===== src/rtl/mdio32_pkg.sv =====
package mdio32_pkg;

    typedef enum logic [2:0] {
        K_NONE,
        K_RD_LO,
        K_RD_HI,
        K_WR_LO,
        K_WR_HI,
        K_PG_WR,
        K_PG_RD,
        K_VOID_RD
    } kind_e;

    typedef struct packed {
        logic        vld;
        kind_e       kind;
        logic [2:0]  phy_lo;
        logic [3:0]  word_lo;
        logic [15:0] wdata;
    } req_t;

endpackage


===== src/rtl/mdio32_decode.sv =====
module mdio32_decode
    import mdio32_pkg::*;
#(
    parameter logic [4:0] DATA_PHY_BASE = 5'h10,
    parameter logic [4:0] PAGE_PHY      = 5'h1F,
    parameter logic [4:0] PAGE_REG      = 5'h10
) (
    input  logic        acc_valid,
    input  logic        acc_wr,
    input  logic [4:0]  acc_phy,
    input  logic [4:0]  acc_reg,
    input  logic [15:0] acc_wdata,
    output req_t        req
);
    localparam logic [1:0] DATA_TAG = DATA_PHY_BASE[4:3];

    logic in_data;
    logic in_page;

    always_comb begin
        in_data      = (acc_phy[4:3] == DATA_TAG);
        in_page      = (acc_phy == PAGE_PHY) && (acc_reg == PAGE_REG);
        req.vld      = acc_valid;
        req.phy_lo   = acc_phy[2:0];
        req.word_lo  = acc_reg[4:1];
        req.wdata    = acc_wdata;
        req.kind     = K_NONE;
        if (acc_valid) begin
            if (in_data) begin
                case ({acc_wr, acc_reg[0]})
                    2'b00:   req.kind = K_RD_LO;
                    2'b01:   req.kind = K_RD_HI;
                    2'b10:   req.kind = K_WR_LO;
                    default: req.kind = K_WR_HI;
                endcase
            end else if (in_page) begin
                req.kind = acc_wr ? K_PG_WR : K_PG_RD;
            end else begin
                req.kind = acc_wr ? K_NONE : K_VOID_RD;
            end
        end
    end

endmodule


===== src/rtl/mdio32_latch.sv =====
module mdio32_latch
    import mdio32_pkg::*;
#(
    parameter int PAGE_W = 9
) (
    input  logic              clk,
    input  logic              rst_n,
    input  req_t              req,
    input  logic              stage_rd_lo,
    input  logic [15:0]       bus_rdata_hi,
    output logic [PAGE_W-1:0] page_q,
    output logic [15:0]       wr_hi_q,
    output logic [15:0]       rd_hi_q
);
    typedef struct packed {
        logic [PAGE_W-1:0] page;
        logic [15:0]       wr_hi;
        logic [15:0]       rd_hi;
    } hold_t;

    hold_t hold_d, hold_q;

    always_comb begin
        hold_d = hold_q;
        if (req.vld && req.kind == K_PG_WR) begin
            hold_d.page = req.wdata[PAGE_W-1:0];
        end
        if (req.vld && req.kind == K_WR_HI) begin
            hold_d.wr_hi = req.wdata;
        end
        if (stage_rd_lo) begin
            hold_d.rd_hi = bus_rdata_hi;
        end
    end

    always_ff @(posedge clk) begin
        if (!rst_n) begin
            hold_q <= '0;
        end else begin
            hold_q <= hold_d;
        end
    end

    assign page_q  = hold_q.page;
    assign wr_hi_q = hold_q.wr_hi;
    assign rd_hi_q = hold_q.rd_hi;

    // a pending upper half changes only on an upper-half write
    a_r5_hold_only_on_hi: assert property (@(posedge clk) disable iff (!rst_n)
        !(req.vld && req.kind == K_WR_HI) |=> $stable(wr_hi_q));

endmodule


===== src/rtl/mdio32_bridge.sv =====
module mdio32_bridge
    import mdio32_pkg::*;
#(
    parameter int         PAGE_W        = 9,
    parameter logic [4:0] DATA_PHY_BASE = 5'h10,
    parameter logic [4:0] PAGE_PHY      = 5'h1F,
    parameter logic [4:0] PAGE_REG      = 5'h10
) (
    input  logic        clk,
    input  logic        rst_n,
    input  logic        acc_valid,
    input  logic        acc_wr,
    input  logic [4:0]  acc_phy,
    input  logic [4:0]  acc_reg,
    input  logic [15:0] acc_wdata,
    output logic        rsp_valid,
    output logic [15:0] rsp_rdata,
    output logic [PAGE_W+8:0] bus_addr,
    output logic [31:0] bus_wdata,
    output logic        bus_wr,
    output logic        bus_rd,
    input  logic [31:0] bus_rdata
);
    localparam int ADDR_W = PAGE_W + 9;
    localparam int PAD_W  = 16 - PAGE_W;

    typedef struct packed {
        req_t              req;
        logic [ADDR_W-1:0] addr;
        logic              rsp_vld;
        logic [15:0]       rsp_data;
    } state_t;

    req_t              req;
    state_t            st_d, st_q;
    logic [PAGE_W-1:0] page_q;
    logic [15:0]       wr_hi_q;
    logic [15:0]       rd_hi_q;
    logic              stage_rd_lo;

    mdio32_decode #(
        .DATA_PHY_BASE(DATA_PHY_BASE),
        .PAGE_PHY     (PAGE_PHY),
        .PAGE_REG     (PAGE_REG)
    ) i_decode (
        .acc_valid(acc_valid),
        .acc_wr   (acc_wr),
        .acc_phy  (acc_phy),
        .acc_reg  (acc_reg),
        .acc_wdata(acc_wdata),
        .req      (req)
    );

    assign stage_rd_lo = st_q.req.vld && (st_q.req.kind == K_RD_LO);

    mdio32_latch #(
        .PAGE_W(PAGE_W)
    ) i_latch (
        .clk         (clk),
        .rst_n       (rst_n),
        .req         (req),
        .stage_rd_lo (stage_rd_lo),
        .bus_rdata_hi(bus_rdata[31:16]),
        .page_q      (page_q),
        .wr_hi_q     (wr_hi_q),
        .rd_hi_q     (rd_hi_q)
    );

    always_comb begin
        st_d          = st_q;
        st_d.req      = req;
        if (req.vld) begin
            st_d.addr = {page_q, req.phy_lo, req.word_lo, 2'b00};
        end
        st_d.rsp_vld  = 1'b0;
        st_d.rsp_data = st_q.rsp_data;
        if (st_q.req.vld) begin
            case (st_q.req.kind)
                K_RD_LO: begin
                    st_d.rsp_vld  = 1'b1;
                    st_d.rsp_data = bus_rdata[15:0];
                end
                K_RD_HI: begin
                    st_d.rsp_vld  = 1'b1;
                    st_d.rsp_data = rd_hi_q;
                end
                K_PG_RD: begin
                    st_d.rsp_vld  = 1'b1;
                    st_d.rsp_data = {{PAD_W{1'b0}}, page_q};
                end
                K_VOID_RD: begin
                    st_d.rsp_vld  = 1'b1;
                    st_d.rsp_data = 16'hFFFF;
                end
                default: ;
            endcase
        end
    end

    always_ff @(posedge clk) begin
        if (!rst_n) begin
            st_q <= '0;
        end else begin
            st_q <= st_d;
        end
    end

    assign bus_addr  = st_q.addr;
    assign bus_rd    = stage_rd_lo;
    assign bus_wr    = st_q.req.vld && (st_q.req.kind == K_WR_LO);
    assign bus_wdata = {wr_hi_q, st_q.req.wdata};
    assign rsp_valid = st_q.rsp_vld;
    assign rsp_rdata = st_q.rsp_data;

    // even-register read in the data window strobes the bus next cycle
    a_r3_rd_after_lo: assert property (@(posedge clk) disable iff (!rst_n)
        (acc_valid && !acc_wr && acc_phy[4:3] == DATA_PHY_BASE[4:3] && !acc_reg[0])
        |=> bus_rd);

    // upper-half write never strobes the bus
    a_r5_no_wr_on_hi: assert property (@(posedge clk) disable iff (!rst_n)
        (acc_valid && acc_phy[4:3] == DATA_PHY_BASE[4:3] && acc_reg[0])
        |=> (!bus_wr && !bus_rd));

    // even-register write strobes the bus once, next cycle
    a_r6_wr_after_lo: assert property (@(posedge clk) disable iff (!rst_n)
        (acc_valid && acc_wr && acc_phy[4:3] == DATA_PHY_BASE[4:3] && !acc_reg[0])
        |=> bus_wr);

    // accesses outside the window never reach the bus
    a_r8_outside_quiet: assert property (@(posedge clk) disable iff (!rst_n)
        (acc_valid && acc_phy[4:3] != DATA_PHY_BASE[4:3]) |=> (!bus_wr && !bus_rd));

    // a bus read is always answered one cycle later
    a_r9_rsp_after_rd: assert property (@(posedge clk) disable iff (!rst_n)
        bus_rd |=> rsp_valid);

    // read and write strobes are never high together
    a_r6_strobe_excl: assert property (@(posedge clk) disable iff (!rst_n)
        !(bus_rd && bus_wr));

endmodule


===== config.mk =====
export PLATFORM = sky130hd
export DESIGN_NAME = mdio32_bridge
export DESIGN_NICKNAME = d
export VERILOG_FILES = /design/src/rtl/mdio32_pkg.sv /design/src/rtl/mdio32_decode.sv /design/src/rtl/mdio32_latch.sv /design/src/rtl/mdio32_bridge.sv
export SDC_FILE = /design/constraint.sdc
export NUM_CORES = 1
export LEC_CHECK = 0
export BUFFER_PORTS_ARGS = -buffer_cell sky130_fd_sc_hd__buf_2
export CORE_MARGIN = 4
export CORE_UTILIZATION = 51
export DETAILED_ROUTE_END_ITERATION = 16
export PLACE_DENSITY = 0.85
export SLEW_MARGIN = 25
export SYNTH_ARGS = -nofsm -noshare
export SYNTH_HDL_FRONTEND = slang
export SYNTH_SLANG_ARGS = --single-unit

===== constraint.sdc =====
create_clock -name clk -period 2.35 [get_ports clk]
set_clock_uncertainty 0.1 [all_clocks]
set_input_delay 0.1175 -clock clk [delete_from_list [all_inputs] [get_ports clk]]
set_output_delay 0.1175 -clock clk [all_outputs]
set_load 0.02 [all_outputs]

; Word level (Yosys, flattened, before mapping)
; Index checks and enable logic that the tools add are counted.
[totals]
wordCells = 37
regBits = 94
mem_bits_ro = 0
mem_count = 0
latch_bits = 0
ram_bits = 0
output_inout_bits = 69
[classes]
reduce_logical = 9
n_mul = 0
n_eq_ne = 12
shift = 0
div_mod_pow = 0
add_sub_neg = 0
order_cmp = 0
mux = 7
bitwise = 0
[op_table]
columns = cell, n
row1 = $pmux W17 S4, 1
row2 = $eq A3 B3 Y1 const B, 4
row3 = $mux W3, 4
row4 = $eq A5 B5 Y1 const B, 2
row5 = $pmux W3 S3, 1
row6 = $eq A3 B2 Y1 const B, 2
row7 = $logic_and A1 B1 Y1, 5
row8 = $eq A2 B2 Y1 const B, 2
row9 = $reduce_and A2 Y1, 2
row10 = $reduce_bool A4 Y1, 1
row11 = $eq A3 B1 Y1 const B, 1
row12 = $eq A2 B1 Y1 const B, 1
row13 = $logic_not A2 Y1, 1
row14 = $mux W2, 1

; Logic depth before layout (Yosys ltp)
[depth]
word_depth = 7
ltp_mapped = 8
depth_no_buf = 7

; Cells and area by module
; Synthesis repeated with hierarchy kept, for this count alone.
[hier_totals]
hier_cells = 457
area_unflattened_um2 = 4421.7
[modules_own_cells]
columns = module, cells_each, area_per_inst_um2, n_inst
row1 = mdio32_bridge, 261, 2501.1, 1
row2 = mdio32_latch, 152, 1585.3, 1
row3 = mdio32_decode, 44, 335.3, 1

; Worst setup path after synthesis
; OpenSTA, ideal clock, no wires.
[synth_timing]
path_kind = input -> register
from = input acc_reg[1]
to = register i_latch.hold_q (netlist bit i_latch.page_q[0])
required_ns = 2.134
t_arrival_ns = 1.591
slack_ns = 0.543
n_path_buf = 1
cell_stages = 8
path_cell_list = nor4b_1 > nand4_1 > ha_1 > nand2_1 > nor4b_1 > buf_2 > mux2i_1 > nor2b_1
[synth_via]
elab_chain_cells = 7
[synth_rtl]
columns = element, line_no
row1 = from (decl), mdio32_bridge.sv:14  ; input logic [4:0] acc_reg,
row2 = $eq A5 B5 Y1, mdio32_decode.sv:22  ; in_page = (acc_phy == PAGE_PHY) && (acc_reg == PAGE_REG);
row3 = $logic_and A1 B1 Y1, mdio32_decode.sv:22
row4 = $mux W3, mdio32_decode.sv:36  ; end else if (in_page) begin
row5 = $mux W3, mdio32_decode.sv:29  ; if (in_data) begin
row6 = $mux W3, mdio32_decode.sv:28  ; if (acc_valid) begin
row7 = $eq A3 B3 Y1, mdio32_latch.sv:25  ; if (req.vld && req.kind == K_PG_WR) begin
row8 = $logic_and A1 B1 Y1, mdio32_latch.sv:25
row9 = to (signal assigned), mdio32_latch.sv:40  ; hold_q <= hold_d;
row10 = to (decl), mdio32_latch.sv:21  ; hold_t hold_d, hold_q;
; No other way between the ends.
; A chain may end at the register's enable or synchronous reset.

; Worst setup path in the final report
[layout_timing]
from = input acc_reg[3]
to = register i_latch.hold_q (netlist bit i_latch.page_q[8])
; The elaborated chain is that of the path after synthesis.

==> results.py <==
metrics = {
    "outcome": {
        "outcome": "finished clean",
    },
    "logic_synthesis": {
        "synth_top_cell_by_area": "dfxtp_1",
        "yosysMostFrequentCell": "dfxtp_1",
        "seq_area_frac_synth": 0.456,
        "synth.avg_cell_area_sq_um": 9.58,
        "syn_area_sq_um": 4130,
        "synth_edf_count": 0,
        "synth.distinct_cells": 35,
        "syn_inst": 431,
        "synth_top_area_share": 0.456,
        "ys_warn_count": 0,
        "synthArstFlopShare": 0,
        "synth_area_leaders": "dfxtp_1 (46%), mux2i_1 (12%), buf_4 (9.5%)",
        "synthTopCellsByCount": "dfxtp_1 (94), nand2_1 (85), buf_4 (52)",
        "ys_ff_latch": 94,
        "synth_top_flop_cell": "dfxtp_1",
    },
    "clock_tree": {
        "cts.path.max_buffers": 2,
        "cts_tree": "built",
        "clk_pin_slew_ps": 90,
        "cts.sinks": 94,
        "clock-root-buffer": "clkbuf_8",
        "cts_buffers": 9,
        "cts_max_level": 3,
        "clock_latency_ps": 350,
    },
    "global_routing": {
        "grt_usage": 0.208,
        "grt_overflow_total": 0,
        "grt_pass1_wl_mm": 16.1,
        "grt_max_degree": 42,
        "grt_pass1_vias": 3244,
        "antenna_found_initial": 0,
    },
    "detailed_routing": {
        "drt_wl_total_mm": 10.0,
        "drc": 0,
        "drt_iter0_drc": 121,
        "wl_per_cell_um": 15.4,
        "ant_nets": 0,
        "dr_total_vias": 3268,
        "drt_first_pass_iters": 4,
        "vias_per_cell": 5.02,
    },
    "pwr": {
        "ir_drop_mv": 0.420,
        "power_density_nw_per_um2": 633,
        "p_leak_nw": 2.52,
    },
    "setup_path": {
        "r2r.worst_path.cells": 3,
        "slowest_stage": "dlygate4sd3_1",
        "cpMostUsedCell": "nor4b_2",
        "crit_required_ps": 2500,
        "cpLargestDelayFamily": "buffers and inverters",
        "reg2reg_slack_ps": 400,
        "path_cells": "dlygate4sd3_1 -> buf_2 -> nor4b_2 -> nand4_1 -> ha_1 -> nand2_1 -> nor4b_2 -> buf_4 -> mux2i_1 -> nor2b_1",
        "path_buf_inv": 3,
        "path_max_fanout": 9,
        "slowest_delay_ps": 540,
        "end_kind": "register",
        "start_kind": "input port",
        "worstSetupPathType": "in -> reg",
        "reg2reg_from": "st_q[60]$_SDFF_PN0_",
        "crit_arrival_ps": 2370,
        "r2r_end": "rsp_rdata[3]$_SDFFE_PN0P_",
    },
    "place": {
        "dp_hpwl_mm": 6.77,
        "io_buffers": 128,
        "placed_cells": 595,
        "gp_congestion": 0.760,
    },
    "timing": {
        "slew_viol_final": 0,
        "rsz0062_at_grt": "false",
        "hold_viol": 0,
        "fmax_mhz": 450,
        "min_period_ps": 2220,
        "finalSetupTns_ps": 0,
        "max_slew_margin": 0.482,
        "timing.hold.ws_ps": 33.8,
        "worstMarginPinSlew_ps": 774,
        "period_share": 0.945,
        "setup_viol": 0,
    },
    "die": {
        "die_area_sq_um": 9600,
        "core_area_sq_um": 7810,
        "die_w_um": 98.0,
        "io_pins": 131,
        "die_h_um": 98.0,
        "rows": 32,
        "initial_core_util": 0.529,
    },
    "final_layout": {
        "num-fill-cells": 637,
        "finalNetCount": 610,
        "synthToLayoutAreaGrowth_pct": 22.8,
        "drive_above_1_share": 0.308,
        "fin_cells": 651,
        "diodes": 0,
    },
    "flow_run": {
        "drv_cap": 0,
    },
    "worst_hold_path": {
        "hold_depth": 4,
        "hold-path-endpoint": "rsp_rdata[5]$_SDFFE_PN0P_",
        "holdCritStartpoint": "bus_rdata[5]",
        "holdCritPathClass": "in -> reg",
    },
}
-- layout by cell type (no fill, tap or decap), types with 2 or more instances in the layout --
cell and count:
a211oi_1 2, a21boi_0 7, a21boi_1 9, buf_2 128, buf_4 6, bufinv_16 2, clkbuf_8 9, clkinv_2 2
conb_1 2, dfxtp_1 94, dlygate4sd3_1 40, ha_1 4, inv_1 20, mux2i_1 50, nand2_1 85, nor2_1 3
nor2b_1 32, nor3b_2 2, nor4b_2 2, o211a_1 7, o21ai_0 10, o221a_2 9, o22ai_1 7
-- report_power, final --
part	total (W)	internal, W	switching [W]
Clock	0.00114	0.000598	0.000547
Combinational	0.000389	0.000184	0.000205
Sequential	0.00167	0.00164	0.0000310
-- flip-flops by register name, indices dropped and copies added, names as in the netlist --
name and cells:
bus_addr 16, i_latch.wr_hi_q 16, rsp_valid 1, st_q 4, i_latch.rd_hi_q 16, bus_wdata 16, rsp_rdata 16, i_latch.page_q 9
-- area by class of cell --
type / count / area, sq um / share of cell area
clock buffers: 10 / 128 / 0.0252
clock inverters: 6 / 86.3 / 0.0170
inverters: 21 / 78.8 / 0.0155
multi-input cells: 244 / 1680 / 0.332
flip-flops and latches: 94 / 1880 / 0.371
well taps: 102 / 128 / 0.0252
repair buffers: 174 / 1090 / 0.214
-- worst min-delay path, delay by kind of cell --
kind | cells | cell delay, ps
AOI/OAI and AO/OA | 2 | 230
buffers and inverters | 1 | 70
and+or+nand+nor | 1 | 40
-- metrics by stage --
step	worst slack (ps)	utilization	power, W	cell area (sq um)
6_report	130	0.649	0.00321	5070
5_1_grt	50.0	0.649	0.00333	5070
4_1_cts	32.9	0.649	0.00322	5060
3_5_place_dp	149	0.570	0.00204	4450
3_3_place_gp	312	0.570	0.00203	4450
2_1_floorplan	543	-	0.00196	4130
-- logic make-up after synthesis --
group / synth area share
simple gates: 0.157
other cells: 0.000908
buf+inv: 0.141
compound gates: 0.109
fa+ha+maj: 0.0121
flops: 0.456
mux: 0.125
-- routing by layer --
layer | up-vias | GRT usage | share of wire
met1 | 1528 | 0.243 | 0.40
met5 | - | 0 | 0
met3 | 27 | 0.0586 | 0.055
met2 | 113 | 0.360 | 0.51
met4 | 0 | 0.0820 | 0.032
li1 | 1600 | - | -
-- timing repair --
action,CTS,global route
setup endpoints to repair,0,21
buffers inserted,0,0
endpoints found under the hold margin,65,0
gates resized for setup,0,1
hold buffers,40,0
-- how the worst max path moves through the flow --
stage | from | end | cells past startpoint
after detailed placement | acc_reg[1] | i_latch.wr_hi_q[13]$_SDFFE_PN0P_ | 7
final | acc_reg[3] | i_latch.page_q[8]$_SDFFE_PN0P_ | 10
after global routing | st_q[60]$_SDFF_PN0_ | bus_rd | 4
after floorplan | acc_reg[1] | i_latch.page_q[0]$_SDFFE_PN0P_ | 8
after global placement | acc_reg[1] | i_latch.page_q[0]$_SDFFE_PN0P_ | 9
after CTS | acc_reg[3] | i_latch.wr_hi_q[13]$_SDFFE_PN0P_ | 8
Power figures use the tool's default switching activity.
